## src/rtl/sct_pkg.sv

```systemverilog
package sct_pkg;
  localparam int ADDR_W = 3;

  localparam logic [ADDR_W-1:0] A_CTRL = 3'd0;
  localparam logic [ADDR_W-1:0] A_STAT = 3'd1;
  localparam logic [ADDR_W-1:0] A_CNT  = 3'd2;
  localparam logic [ADDR_W-1:0] A_BTS  = 3'd3;
  localparam logic [ADDR_W-1:0] A_FTS  = 3'd4;
  localparam logic [ADDR_W-1:0] A_CMP0 = 3'd5;

  localparam int B_EN     = 0;
  localparam int B_AUTO   = 1;
  localparam int B_SLOW   = 2;
  localparam int B_MAN    = 3;
  localparam int B_RESYNC = 4;
  localparam int B_MODE   = 8;
  localparam int B_IEN    = 12;
endpackage

```

## src/rtl/sct_prescale.sv

```systemverilog
module sct_prescale #(
  parameter int DIV = 4,
  localparam int PW = (DIV > 1) ? $clog2(DIV) : 1
) (
  input  logic          clk_i,
  input  logic          rst_ni,
  input  logic          run_i,
  input  logic          resync_i,
  output logic          tick_o,
  output logic [PW-1:0] phase_o
);
  logic [PW-1:0] phase_q;
  logic          last;

  assign last    = (phase_q == PW'(DIV - 1));
  assign tick_o  = run_i && last;
  assign phase_o = phase_q;

  always_ff @(posedge clk_i or negedge rst_ni) begin
    if (!rst_ni)       phase_q <= '0;
    else if (resync_i) phase_q <= '0;
    else if (run_i)    phase_q <= last ? '0 : phase_q + PW'(1);
  end
endmodule

```

## src/rtl/sct_cmp_unit.sv

```systemverilog
module sct_cmp_unit #(
  parameter int W = 32
) (
  input  logic         clk_i,
  input  logic         rst_ni,
  input  logic         inc_i,
  input  logic [W-1:0] cnt_next_i,
  input  logic [W-1:0] cmp_i,
  input  logic [W-1:0] bts_i,
  input  logic         rel_i,
  input  logic         clr_i,
  output logic         flag_o
);
  logic [W-1:0] target;
  logic         hit;
  logic         flag_q;

  // relative target wraps modulo 2^W
  assign target = rel_i ? (bts_i + cmp_i) : cmp_i;
  assign hit    = inc_i && (cnt_next_i == target);
  assign flag_o = flag_q;

  always_ff @(posedge clk_i or negedge rst_ni) begin
    if (!rst_ni) flag_q <= 1'b0;
    else         flag_q <= hit | (flag_q & ~clr_i);
  end
endmodule

```

## src/rtl/sym_cnt_ts.sv

```systemverilog
module sym_cnt_ts
  import sct_pkg::*;
#(
  parameter int CNT_W     = 32,
  parameter int NUM_CMP   = 3,
  parameter int PRESC_DIV = 4,
  localparam int PW = (PRESC_DIV > 1) ? $clog2(PRESC_DIV) : 1
) (
  input  logic               clk_i,
  input  logic               rst_ni,
  input  logic               reg_we_i,
  input  logic [ADDR_W-1:0]  reg_addr_i,
  input  logic [CNT_W-1:0]   reg_wdata_i,
  output logic [CNT_W-1:0]   reg_rdata_o,
  input  logic               frame_start_i,
  input  logic               beacon_i,
  input  logic               sleep_i,
  input  logic               rtc_tick_i,
  output logic               clk_slow_o,
  output logic [NUM_CMP-1:0] irq_o
);
  logic               en_q, auto_q, slow_sel_q;
  logic [NUM_CMP-1:0] mode_q, ien_q, flag, flag_clr;
  logic [CNT_W-1:0]   cnt_q, bts_q, fts_q, cnt_next;
  logic [CNT_W-1:0]   cmp_q [NUM_CMP];

  logic wr_ctrl, wr_stat, wr_cnt, wr_bts, wr_fts;
  logic slow_eff, man_ts, resync, fast_tick, tick, cnt_wr, inc;
  logic [PW-1:0] phase;

  assign wr_ctrl = reg_we_i && (reg_addr_i == A_CTRL);
  assign wr_stat = reg_we_i && (reg_addr_i == A_STAT);
  assign wr_cnt  = reg_we_i && (reg_addr_i == A_CNT);
  assign wr_bts  = reg_we_i && (reg_addr_i == A_BTS);
  assign wr_fts  = reg_we_i && (reg_addr_i == A_FTS);

  assign slow_eff   = slow_sel_q | sleep_i;
  assign clk_slow_o = slow_eff;
  assign man_ts     = wr_ctrl && reg_wdata_i[B_MAN];
  assign resync     = wr_ctrl && reg_wdata_i[B_RESYNC] && !slow_eff;

  sct_prescale #(.DIV(PRESC_DIV)) u_presc (
    .clk_i    (clk_i),
    .rst_ni   (rst_ni),
    .run_i    (en_q && !slow_eff),
    .resync_i (resync),
    .tick_o   (fast_tick),
    .phase_o  (phase)
  );

  assign tick     = fast_tick | (en_q & slow_eff & rtc_tick_i);
  assign cnt_wr   = wr_cnt && en_q;
  assign inc      = tick && !cnt_wr;
  assign cnt_next = cnt_q + CNT_W'(1);
  assign flag_clr = wr_stat ? reg_wdata_i[NUM_CMP-1:0] : '0;

  always_ff @(posedge clk_i or negedge rst_ni) begin
    if (!rst_ni) begin
      en_q       <= 1'b0;
      auto_q     <= 1'b0;
      slow_sel_q <= 1'b0;
      mode_q     <= '0;
      ien_q      <= '0;
    end else if (wr_ctrl) begin
      en_q       <= reg_wdata_i[B_EN];
      auto_q     <= reg_wdata_i[B_AUTO];
      slow_sel_q <= reg_wdata_i[B_SLOW];
      mode_q     <= reg_wdata_i[B_MODE +: NUM_CMP];
      ien_q      <= reg_wdata_i[B_IEN +: NUM_CMP];
    end
  end

  always_ff @(posedge clk_i or negedge rst_ni) begin
    if (!rst_ni)     cnt_q <= '0;
    else if (cnt_wr) cnt_q <= reg_wdata_i;
    else if (inc)    cnt_q <= cnt_next;
  end

  // event capture outranks a software write to the same register
  always_ff @(posedge clk_i or negedge rst_ni) begin
    if (!rst_ni)                             bts_q <= '0;
    else if (man_ts || (auto_q && beacon_i)) bts_q <= cnt_q;
    else if (wr_bts)                         bts_q <= reg_wdata_i;
  end

  always_ff @(posedge clk_i or negedge rst_ni) begin
    if (!rst_ni)                      fts_q <= '0;
    else if (auto_q && frame_start_i) fts_q <= cnt_q;
    else if (wr_fts)                  fts_q <= reg_wdata_i;
  end

  for (genvar i = 0; i < NUM_CMP; i++) begin : g_cmp
    logic wr_cmp;
    assign wr_cmp = reg_we_i && (reg_addr_i == ADDR_W'(int'(A_CMP0) + i));

    always_ff @(posedge clk_i or negedge rst_ni) begin
      if (!rst_ni)     cmp_q[i] <= '0;
      else if (wr_cmp) cmp_q[i] <= reg_wdata_i;
    end

    sct_cmp_unit #(.W(CNT_W)) u_unit (
      .clk_i      (clk_i),
      .rst_ni     (rst_ni),
      .inc_i      (inc),
      .cnt_next_i (cnt_next),
      .cmp_i      (cmp_q[i]),
      .bts_i      (bts_q),
      .rel_i      (mode_q[i]),
      .clr_i      (flag_clr[i]),
      .flag_o     (flag[i])
    );
  end

  assign irq_o = flag & ien_q;

  always_comb begin
    reg_rdata_o = '0;
    unique case (reg_addr_i)
      A_CTRL: begin
        reg_rdata_o[B_EN]              = en_q;
        reg_rdata_o[B_AUTO]            = auto_q;
        reg_rdata_o[B_SLOW]            = slow_sel_q;
        reg_rdata_o[B_MODE +: NUM_CMP] = mode_q;
        reg_rdata_o[B_IEN +: NUM_CMP]  = ien_q;
      end
      A_STAT:  reg_rdata_o[NUM_CMP-1:0] = flag;
      A_CNT:   reg_rdata_o = cnt_q;
      A_BTS:   reg_rdata_o = bts_q;
      A_FTS:   reg_rdata_o = fts_q;
      default: begin
        for (int i = 0; i < NUM_CMP; i++)
          if (reg_addr_i == ADDR_W'(int'(A_CMP0) + i)) reg_rdata_o = cmp_q[i];
      end
    endcase
  end
endmodule

```

## config.mk

```make
export PLATFORM = sky130hd
export DESIGN_NAME = sym_cnt_ts
export DESIGN_NICKNAME = d
export VERILOG_FILES = /design/src/rtl/sct_pkg.sv /design/src/rtl/sct_prescale.sv /design/src/rtl/sct_cmp_unit.sv /design/src/rtl/sym_cnt_ts.sv
export SDC_FILE = /design/constraint.sdc
export NUM_CORES = 1
export LEC_CHECK = 0
export BUFFER_PORTS_ARGS = -buffer_cell sky130_fd_sc_hd__buf_2
export CAP_MARGIN = 10
export CORE_UTILIZATION = 65
export CTS_CLUSTER_DIAMETER = 120
export DETAILED_ROUTE_END_ITERATION = 16
export PLACE_DENSITY = 0.94
export SKIP_CTS_REPAIR_TIMING = 1
export SLEW_MARGIN = 20
export SYNTH_ARGS = -nofsm -noshare
export SYNTH_HDL_FRONTEND = slang
export SYNTH_SLANG_ARGS = --single-unit
```

## constraint.sdc

```tcl
create_clock -name clk_i -period 7.2 [get_ports clk_i]
set_input_delay 1.44 -clock clk_i [delete_from_list [all_inputs] [get_ports clk_i]]
set_output_delay 1.44 -clock clk_i [all_outputs]
set_load 0.02 [all_outputs]
```

==> results of run 1 <==
-- power by group --
group | total (mW) | internal (mW) | switching, mW
Combinational | 5.68 | 2.26 | 3.42
Clock | 1.32 | 0.779 | 0.539
Sequential | 2.13 | 1.48 | 0.654
-- critical path, cell delays in order --
cell      delay (ns)
buf_2           0.84
inv_2           0.41
nor2_1          0.47
a21oi_1         0.16
o21ai_0         0.14
a21oi_1         0.10
a211oi_1        0.23
buf_2           0.20
-- routing by layer --
layer | vias up | share of wire, % | global-route usage, %
met5 | - | 0.044 | 0
met4 | 4 | 5.5 | 24.12
met3 | 297 | 14 | 13.98
met2 | 1432 | 42 | 70.62
met1 | 9259 | 38 | 63.21
li1 | 8217 | - | -
-- cell type report --
| class | instances | area, um^2 |
|---|---|---|
| Antenna cell | 1 | 2.502 |
| Clock buffer | 29 | 638.1 |
| Clock inverter | 13 | 195.2 |
| Fill cell | 2181 | 8329 |
| Inverter | 37 | 138.9 |
| Multi-Input combinational cell | 1836 | 13490 |
| Sequential cell | 206 | 5159 |
| Tap cell | 384 | 480.5 |
| Timing Repair Buffer | 102 | 584.3 |
-- Yosys cell counts (29+ instances only) --
master and number:
dfrtp_1 206, nand2_1 185, a21oi_1 184, o21ai_0 145, nor2_1 144, mux2i_1 129, mux2_2 118, xnor2_1 113
ha_1 95, clkbuf_1 87, xor2_1 75, nand3_1 53, nor3_1 48, nand4_1 43, a21o_1 37, inv_1 36
and3_1 35, nor2b_1 29
-- stage by stage --
step                      std cells  utilization (%)  setup slack, ns  instance area, um^2  hold slack (ns)
after floorplan                2219                -            2.161                19330           0.4446
after global placement         2565            68.41            2.012                19850           0.4578
after detailed placement       2565            68.41            1.910                19850           0.4759
after CTS                      2607            71.28            1.907                20680           0.4881
after global routing           2607            71.28            1.556                20680           0.5147
final                          2608            71.29            1.735                20680           0.4840
-- cells in the final DEF, fill, tap and decap left out, types with 10 or more instances in the layout --
master     instances
dfrtp_1          203
nand2_1          184
a21oi_1          184
o21ai_0          145
nor2_1           144
mux2i_1          129
mux2_2           118
xnor2_1          113
ha_1              95
xor2_1            75
buf_2             75
nand3_1           49
nor3_1            47
nand4_1           43
a21o_1            37
inv_1             36
and3_1            35
nor2b_1           29
a31oi_1           27
buf_4             26
nand2b_1          24
a211oi_1          24
or3_1             23
clkbuf_16         23
mux4_2            21
nor4_1            16
o22ai_1           15
o211ai_1          15
and2_1            13
o21bai_1          13
o31ai_1           13
or4_1             13
o21a_1            12
xnor3_1           10
-- how the worst min path moves through the flow --
stage                 to  cells after the start
2_1_floorplan   fts_q[0]                      2
3_3_place_gp   fts_q[19]                      2
3_5_place_dp   fts_q[12]                      2
4_1_cts        fts_q[25]                      2
5_1_grt        fts_q[31]                      2
6_report       fts_q[12]                      2
-- registers in the layout, indices dropped and copies added (netlist names) --
name,flops
u_presc.phase_o,2
auto_q,1
fts_q,32
bts_q,32
g_cmp.u_unit.flag_o,3
en_q,1
cnt_q,32
cmp_q,96
mode_q,3
slow_sel_q,1
ien_q,3
-- cells by family (layout without fill, tap and decap cells) --
logic type	after synthesis	count (layout)	share of synthesized area, %
adders and majority gates	98	98	6.461
and+or+nand+nor	685	685	18.18
AOI/OAI and AO/OA	585	585	18.94
xor gates and xnor gates	200	200	9.931
other	0	1	0
DFF	206	206	26.67
muxes	268	268	16.00
buffers and inverters	177	181	3.819
==> summary.txt, run 1 <==
Global route
  – First-pass GRT wire length: between 100 and 150 mm
  – Total GRT Usage: a little under half
  – Number of global-route vias before repair: 18.38k
  – Initial antenna violation count: 1
  – Congestion Overflow GR: 0
  – Pin count of the biggest net entering global routing: 88

STA
  – Tcrit/Tclk final: ~76%
  – Endpoints failing hold: 0
  – Relative slew slack: a little over a fifth
  – Fmax: ~180 MHz
  – Final setup viols: 0
  – Max-slew violations: 0
  – Setup tns final: 0 ns
  – Min Tclk post-route: 5.465 ns
  – RSZ-0062 raised after global routing: false
  – Fin Clk Skew: around 0.024 ns
  – Worst-Margin Slew: 1.143 ns

Min path
  – Hold Crit Class: reg2reg
  – Hold Startpoint: fts_q[12]

Synth
  – Top_reg_cell synth: dfrtp_1
  – Synth area leader: dfrtp_1
  – Main area contributors after synthesis: dfrtp_1 27%, mux2_2 6.9%, mux2i_1 6.7%
  – Netlist cell types: 85
  – Cell count after synthesis: 2,219
  – #FFs+latches synth: ~210
  – Post-synthesis sequential area ratio: 26.67%
  – Avg Cell Area, Syn: between 8 and 9 um^2
  – Async set-reset flop share out of synthesis: 100.0%
  – Yosys warnings: 0
  – Mapped Area: around 19,000 um^2
  – Syn_nets: between 2k and 2.5k
  – Area share of the largest cell type after synthesis: between 20% and 30%
  – Post-synth EDFFs: 0

Floorplanning
  – Die width: ~170 um
  – Core area: around 29,000 um^2
  – Die area: around 30,000 um^2
  – IO Count: 78
  – Initial Utilization: 66.62%
  – Die Y: roughly 170 um
  – FP Rows: a little over 60

Clock network
  – CTS H-tree depth: 1
  – Clock Tree Buf Depth: 3
  – Clock root cell: clkbuf_16
  – CTS Buf Count: 23
  – Clock latency on the worst-skew pair: approximately 0.56 ns
  – CTS tree: done
  – Clock slew at reported path FFs: about 0.060 ns
  – Clock sink count: a little over 200

Drt
  – # DRC: 0
  – Post-DRT Antenna Nets: 0
  – Drt wl/cell: ~28 um
  – DR vias/cell: between 7 and 8
  – Detailed-route wire length: 73.38 mm
  – Vias: 19.21k
  – Initial drt markers: 2,576
  – Router iterations before antenna repair: 8

Setup path
  – Worst Setup SP: reg_addr_i[1]
  – Reg2reg end: g_cmp[1].u_unit.flag_o
  – WP data arrival: approximately 4.0 ns
  – Reg2reg start: cnt_q[0]
  – CP startpoint kind: input port
  – Critical path fanouts, max: 33
  – Worst R2R Path Depth: 11
  – CP Class: in2out
  – Critical path endpoint category: output pin
  – Worst R2R Setup Slack: between 2 and 2.5 ns
  – End of the critical path: reg_rdata_o[13]
  – Critical path data required time: around 5.8 ns

Cells and area
  – Nets: 2,346
  – Area grow syn2layout: 7.018%
  – Share of cells above drive strength 1: 14.13%

Placement
  – Routability congestion estimate from global placement: around 1.1
  – Hpwl dp: between 50 and 60 mm
  – Buffers on Ports: 77

Power
  – Max VDD drop: 0.0003026 V
  – Leakage: around 9 nW
  – Pwr dens: 441.3 nW/um^2
  – Total power: just over 9 mW

Run
  – Maxcap violations: 0

Run status
  – Status: finished, final reports clean
Note: power is estimated with default switching activity, not from simulation.
==> inputs of run 2 (changes only) <==
- CORE_UTILIZATION: 65 -> 58
- PLACE_DENSITY: 0.94 -> 0.9
- clock period: 7.2 -> 4.9 ns (I/O delays scaled with it)
==> summary.txt, run 2 (same netlist as run 1, synthesis figures left out) <==
Setup path
  – Top delay family on crit path: simple AND/OR/NAND/NOR gates (was buffers and inverters)
  – CP Depth: 12 (was 8)
  – End of the critical path: g_cmp[2].u_unit.flag_o (was reg_rdata_o[13])
  – Critical path endpoint category: flip-flop (was output pin)
  – Worst R2R Setup Slack: 0.13 ns (was 2.08 ns)
  – WP data arrival: 5.28 ns (was 4.02 ns)
  – Reg2reg start: cnt_q[1] (was cnt_q[0])
  – CP Class: reg2reg (was in2out)
  – Critical path fanouts, max: 7 (was 33)
  – CP max stage cell: or3_1 (was buf_2)
  – Critical path data required time: 5.40 ns (was 5.76 ns)
  – Worst R2R Path Depth: 12 (was 11)
  – Reg2reg end: g_cmp[2].u_unit.flag_o (was g_cmp[1].u_unit.flag_o)
  – Crit-path max cell delay: 0.57 ns (was 0.84 ns)
  – CP startpoint kind: flip-flop (was input port)
  – Most frequent CP cell: nand4_1
  – Buf+Inv Stages, Crit Path: 0 (was 3)
  – CP Cell Sequence: ha_1, and4_2, nand3_1, or3_1, xnor2_1, a2111oi_1, nand4_1, a211oi_1, nand4_1, or4_1, nor4_1, a32o_1 (was buf_2, inv_2, nor2_1, a21oi_1, o21ai_0, a21oi_1, a211oi_1, buf_2)
  – Worst Setup SP: cnt_q[1] (was reg_addr_i[1])

Cells and area
  – Nets: 2,398 (was 2,346)
  – Largest reg by FF count: cmp_q (unchanged)
  – Final Core Density: 64.67% (was 71.29%)
  – Area grow syn2layout: 9.413% (was 7.018%)
  – Layout fillers: 2,711 (was 2,181)
  – Commonest non-fill, non-tap cell in the layout: dfrtp_1 (unchanged)
  – Leading cell types in the layout, fill and taps excluded: 203 x dfrtp_1, 184 x nand2_1, 184 x a21oi_1, 145 x o21ai_0, 144 x nor2_1 (unchanged)
  – Largest register FFs: 96 (unchanged)
  – N_diodes: 0 (was 1)
  – Share of cells above drive strength 1: 15.99% (was 14.13%)

Drt
  – Detailed-route wire length: 74.59 mm (was 73.38 mm)
  – Router iterations before antenna repair: 6 (was 8)
  – Post-DRT Antenna Nets: 0 (unchanged)
  – Drt wl/cell: 27.44 um (was 28.14 um)
  – Vias: 19.19k (was 19.21k)
  – # DRC: 0 (unchanged)
  – Initial drt markers: 2,086 (was 2,576)
  – DR vias/cell: 7.061 (was 7.365)

Floorplanning
  – Die Y: 184.5 um (was 174.4 um)
  – Die width: 184.5 um (was 174.4 um)
  – Die area: 34,060 um^2 (was 30,430 um^2)
  – Initial Utilization: 59.10% (was 66.62%)
  – IO Count: 78 (unchanged)
  – Core area: 32,700 um^2 (was 29,010 um^2)
  – FP Rows: 66 (was 62)

Power
  – Pwr dens: 630.3 nW/um^2 (was 441.3 nW/um^2)
  – Max VDD drop: 0.0004450 V (was 0.0003026 V)
  – Total power: 13.33 mW (was 9.128 mW)
  – Leakage: 9.214 nW (was 8.968 nW)

STA
  – Fmax: between 200 and 250 MHz
  – Max-slew violations: 0 (unchanged)
  – Setup tns final: 0 ns (unchanged)
  – Fin Clk Skew: 0.02600 ns (was 0.02441 ns)
  – Endpoints failing hold: 0 (unchanged)
  – Worst-Margin Slew: 0.9899 ns (was 1.143 ns)
  – Tcrit/Tclk final: between 90% and 100%
  – RSZ-0062 raised after global routing: false (unchanged)
  – Hold_ws: 0.4792 ns (was 0.4840 ns)
  – Final setup viols: 0 (unchanged)
  – Relative slew slack: 33.54% (was 21.85%)
  – Min Tclk post-route: roughly 4.8 ns

Placement
  – Routability congestion estimate from global placement: 1.044 (was 1.059)
  – Hpwl dp: 54.88 mm (was 53.84 mm)
  – Buffers on Ports: 77 (unchanged)

Clock network
  – Clock root cell: clkbuf_16 (unchanged)
  – Clock slew at reported path FFs: 0.07 ns (was 0.06 ns)
  – Clock sink count: 206 (unchanged)
  – CTS H-tree depth: 1 (unchanged)
  – CTS Buf Count: 24 (was 23)
  – Clock latency on the worst-skew pair: 0.56 ns (about the same)
  – CTS tree: done (unchanged)
  – Clock Tree Buf Depth: 3 (unchanged)

Global route
  – Number of global-route vias before repair: 18.41k (was 18.38k)
  – Pin count of the biggest net entering global routing: 92 (was 88)
  – Total GRT Usage: 43.91% (was 47.68%)
  – First-pass GRT wire length: 112.1 mm (was 110.5 mm)
  – Congestion Overflow GR: 0 (unchanged)
  – Initial antenna violation count: 2 (was 1)

Run
  – Maxcap violations: 0 (unchanged)

Min path
  – Hold Crit Class: reg2reg (unchanged)

Run status
  – Status: finished, final reports clean (unchanged)
==> run 2: report_power, final <==
| group | leakage, nW | internal, mW | switching (mW) |
|---|---|---|---|
| Combinational | 6.39 | 3.45 | 5.02 |
| Sequential | 2.43 | 2.17 | 0.801 |
| Clock | 0.391 | 1.10 | 0.786 |
==> run 2: area by class of cell <==
type,instances,area [um^2],share of cell area (%)
clock buffers,39,748.2,3.538
clock inverters,5,61.31,0.2899
inverters,37,138.9,0.6568
multi-input cells,1836,13490,63.81
flip-flops and latches,206,5159,24.40
well taps,442,553.0,2.615
repair buffers,153,992.2,4.692
==> run 2: worst reg2reg max path, cell delays in order (launching register included) <==
cell and delay [ns]:
dfrtp_1 0.49, ha_1 0.30, and4_2 0.50, nand3_1 0.15, or3_1 0.57, xnor2_1 0.31
a2111oi_1 0.49, nand4_1 0.22, a211oi_1 0.25, nand4_1 0.13, or4_1 0.55, nor4_1 0.52
a32o_1 0.25
==> run 2: worst min path at each step <==
stage                     end  cells after the start       from  slack (ns)
global placement    fts_q[19]                      2  fts_q[19]        0.46
global route        fts_q[18]                      2  fts_q[18]        0.51
detailed placement  fts_q[23]                      2  fts_q[23]        0.47
floorplan            fts_q[0]                      2   fts_q[0]        0.44
CTS                 fts_q[23]                      2  fts_q[23]        0.48
finish              fts_q[23]                      2  fts_q[23]        0.48
==> run 2: layer usage <==
layer	global-route usage, %	wire, um	vias up
met5	0	14	-
met4	22.57	4444	2
met3	9.761	8679	276
met2	66.90	32210	1273
met1	58.25	29240	9332
li1	-	-	8309
==> run 2: through the flow <==
| step | setup WS [ns] | cells | cell area (um^2) |
|---|---|---|---|
| after detailed placement | 0.06961 | 2674 | 20330 |
| after CTS | 0.1288 | 2718 | 21140 |
| after global routing | 0.03573 | 2718 | 21150 |
| after global placement | 0.2867 | 2674 | 20330 |
| after floorplan | 0.7806 | 2219 | 19330 |
| final | 0.1255 | 2718 | 21150 |
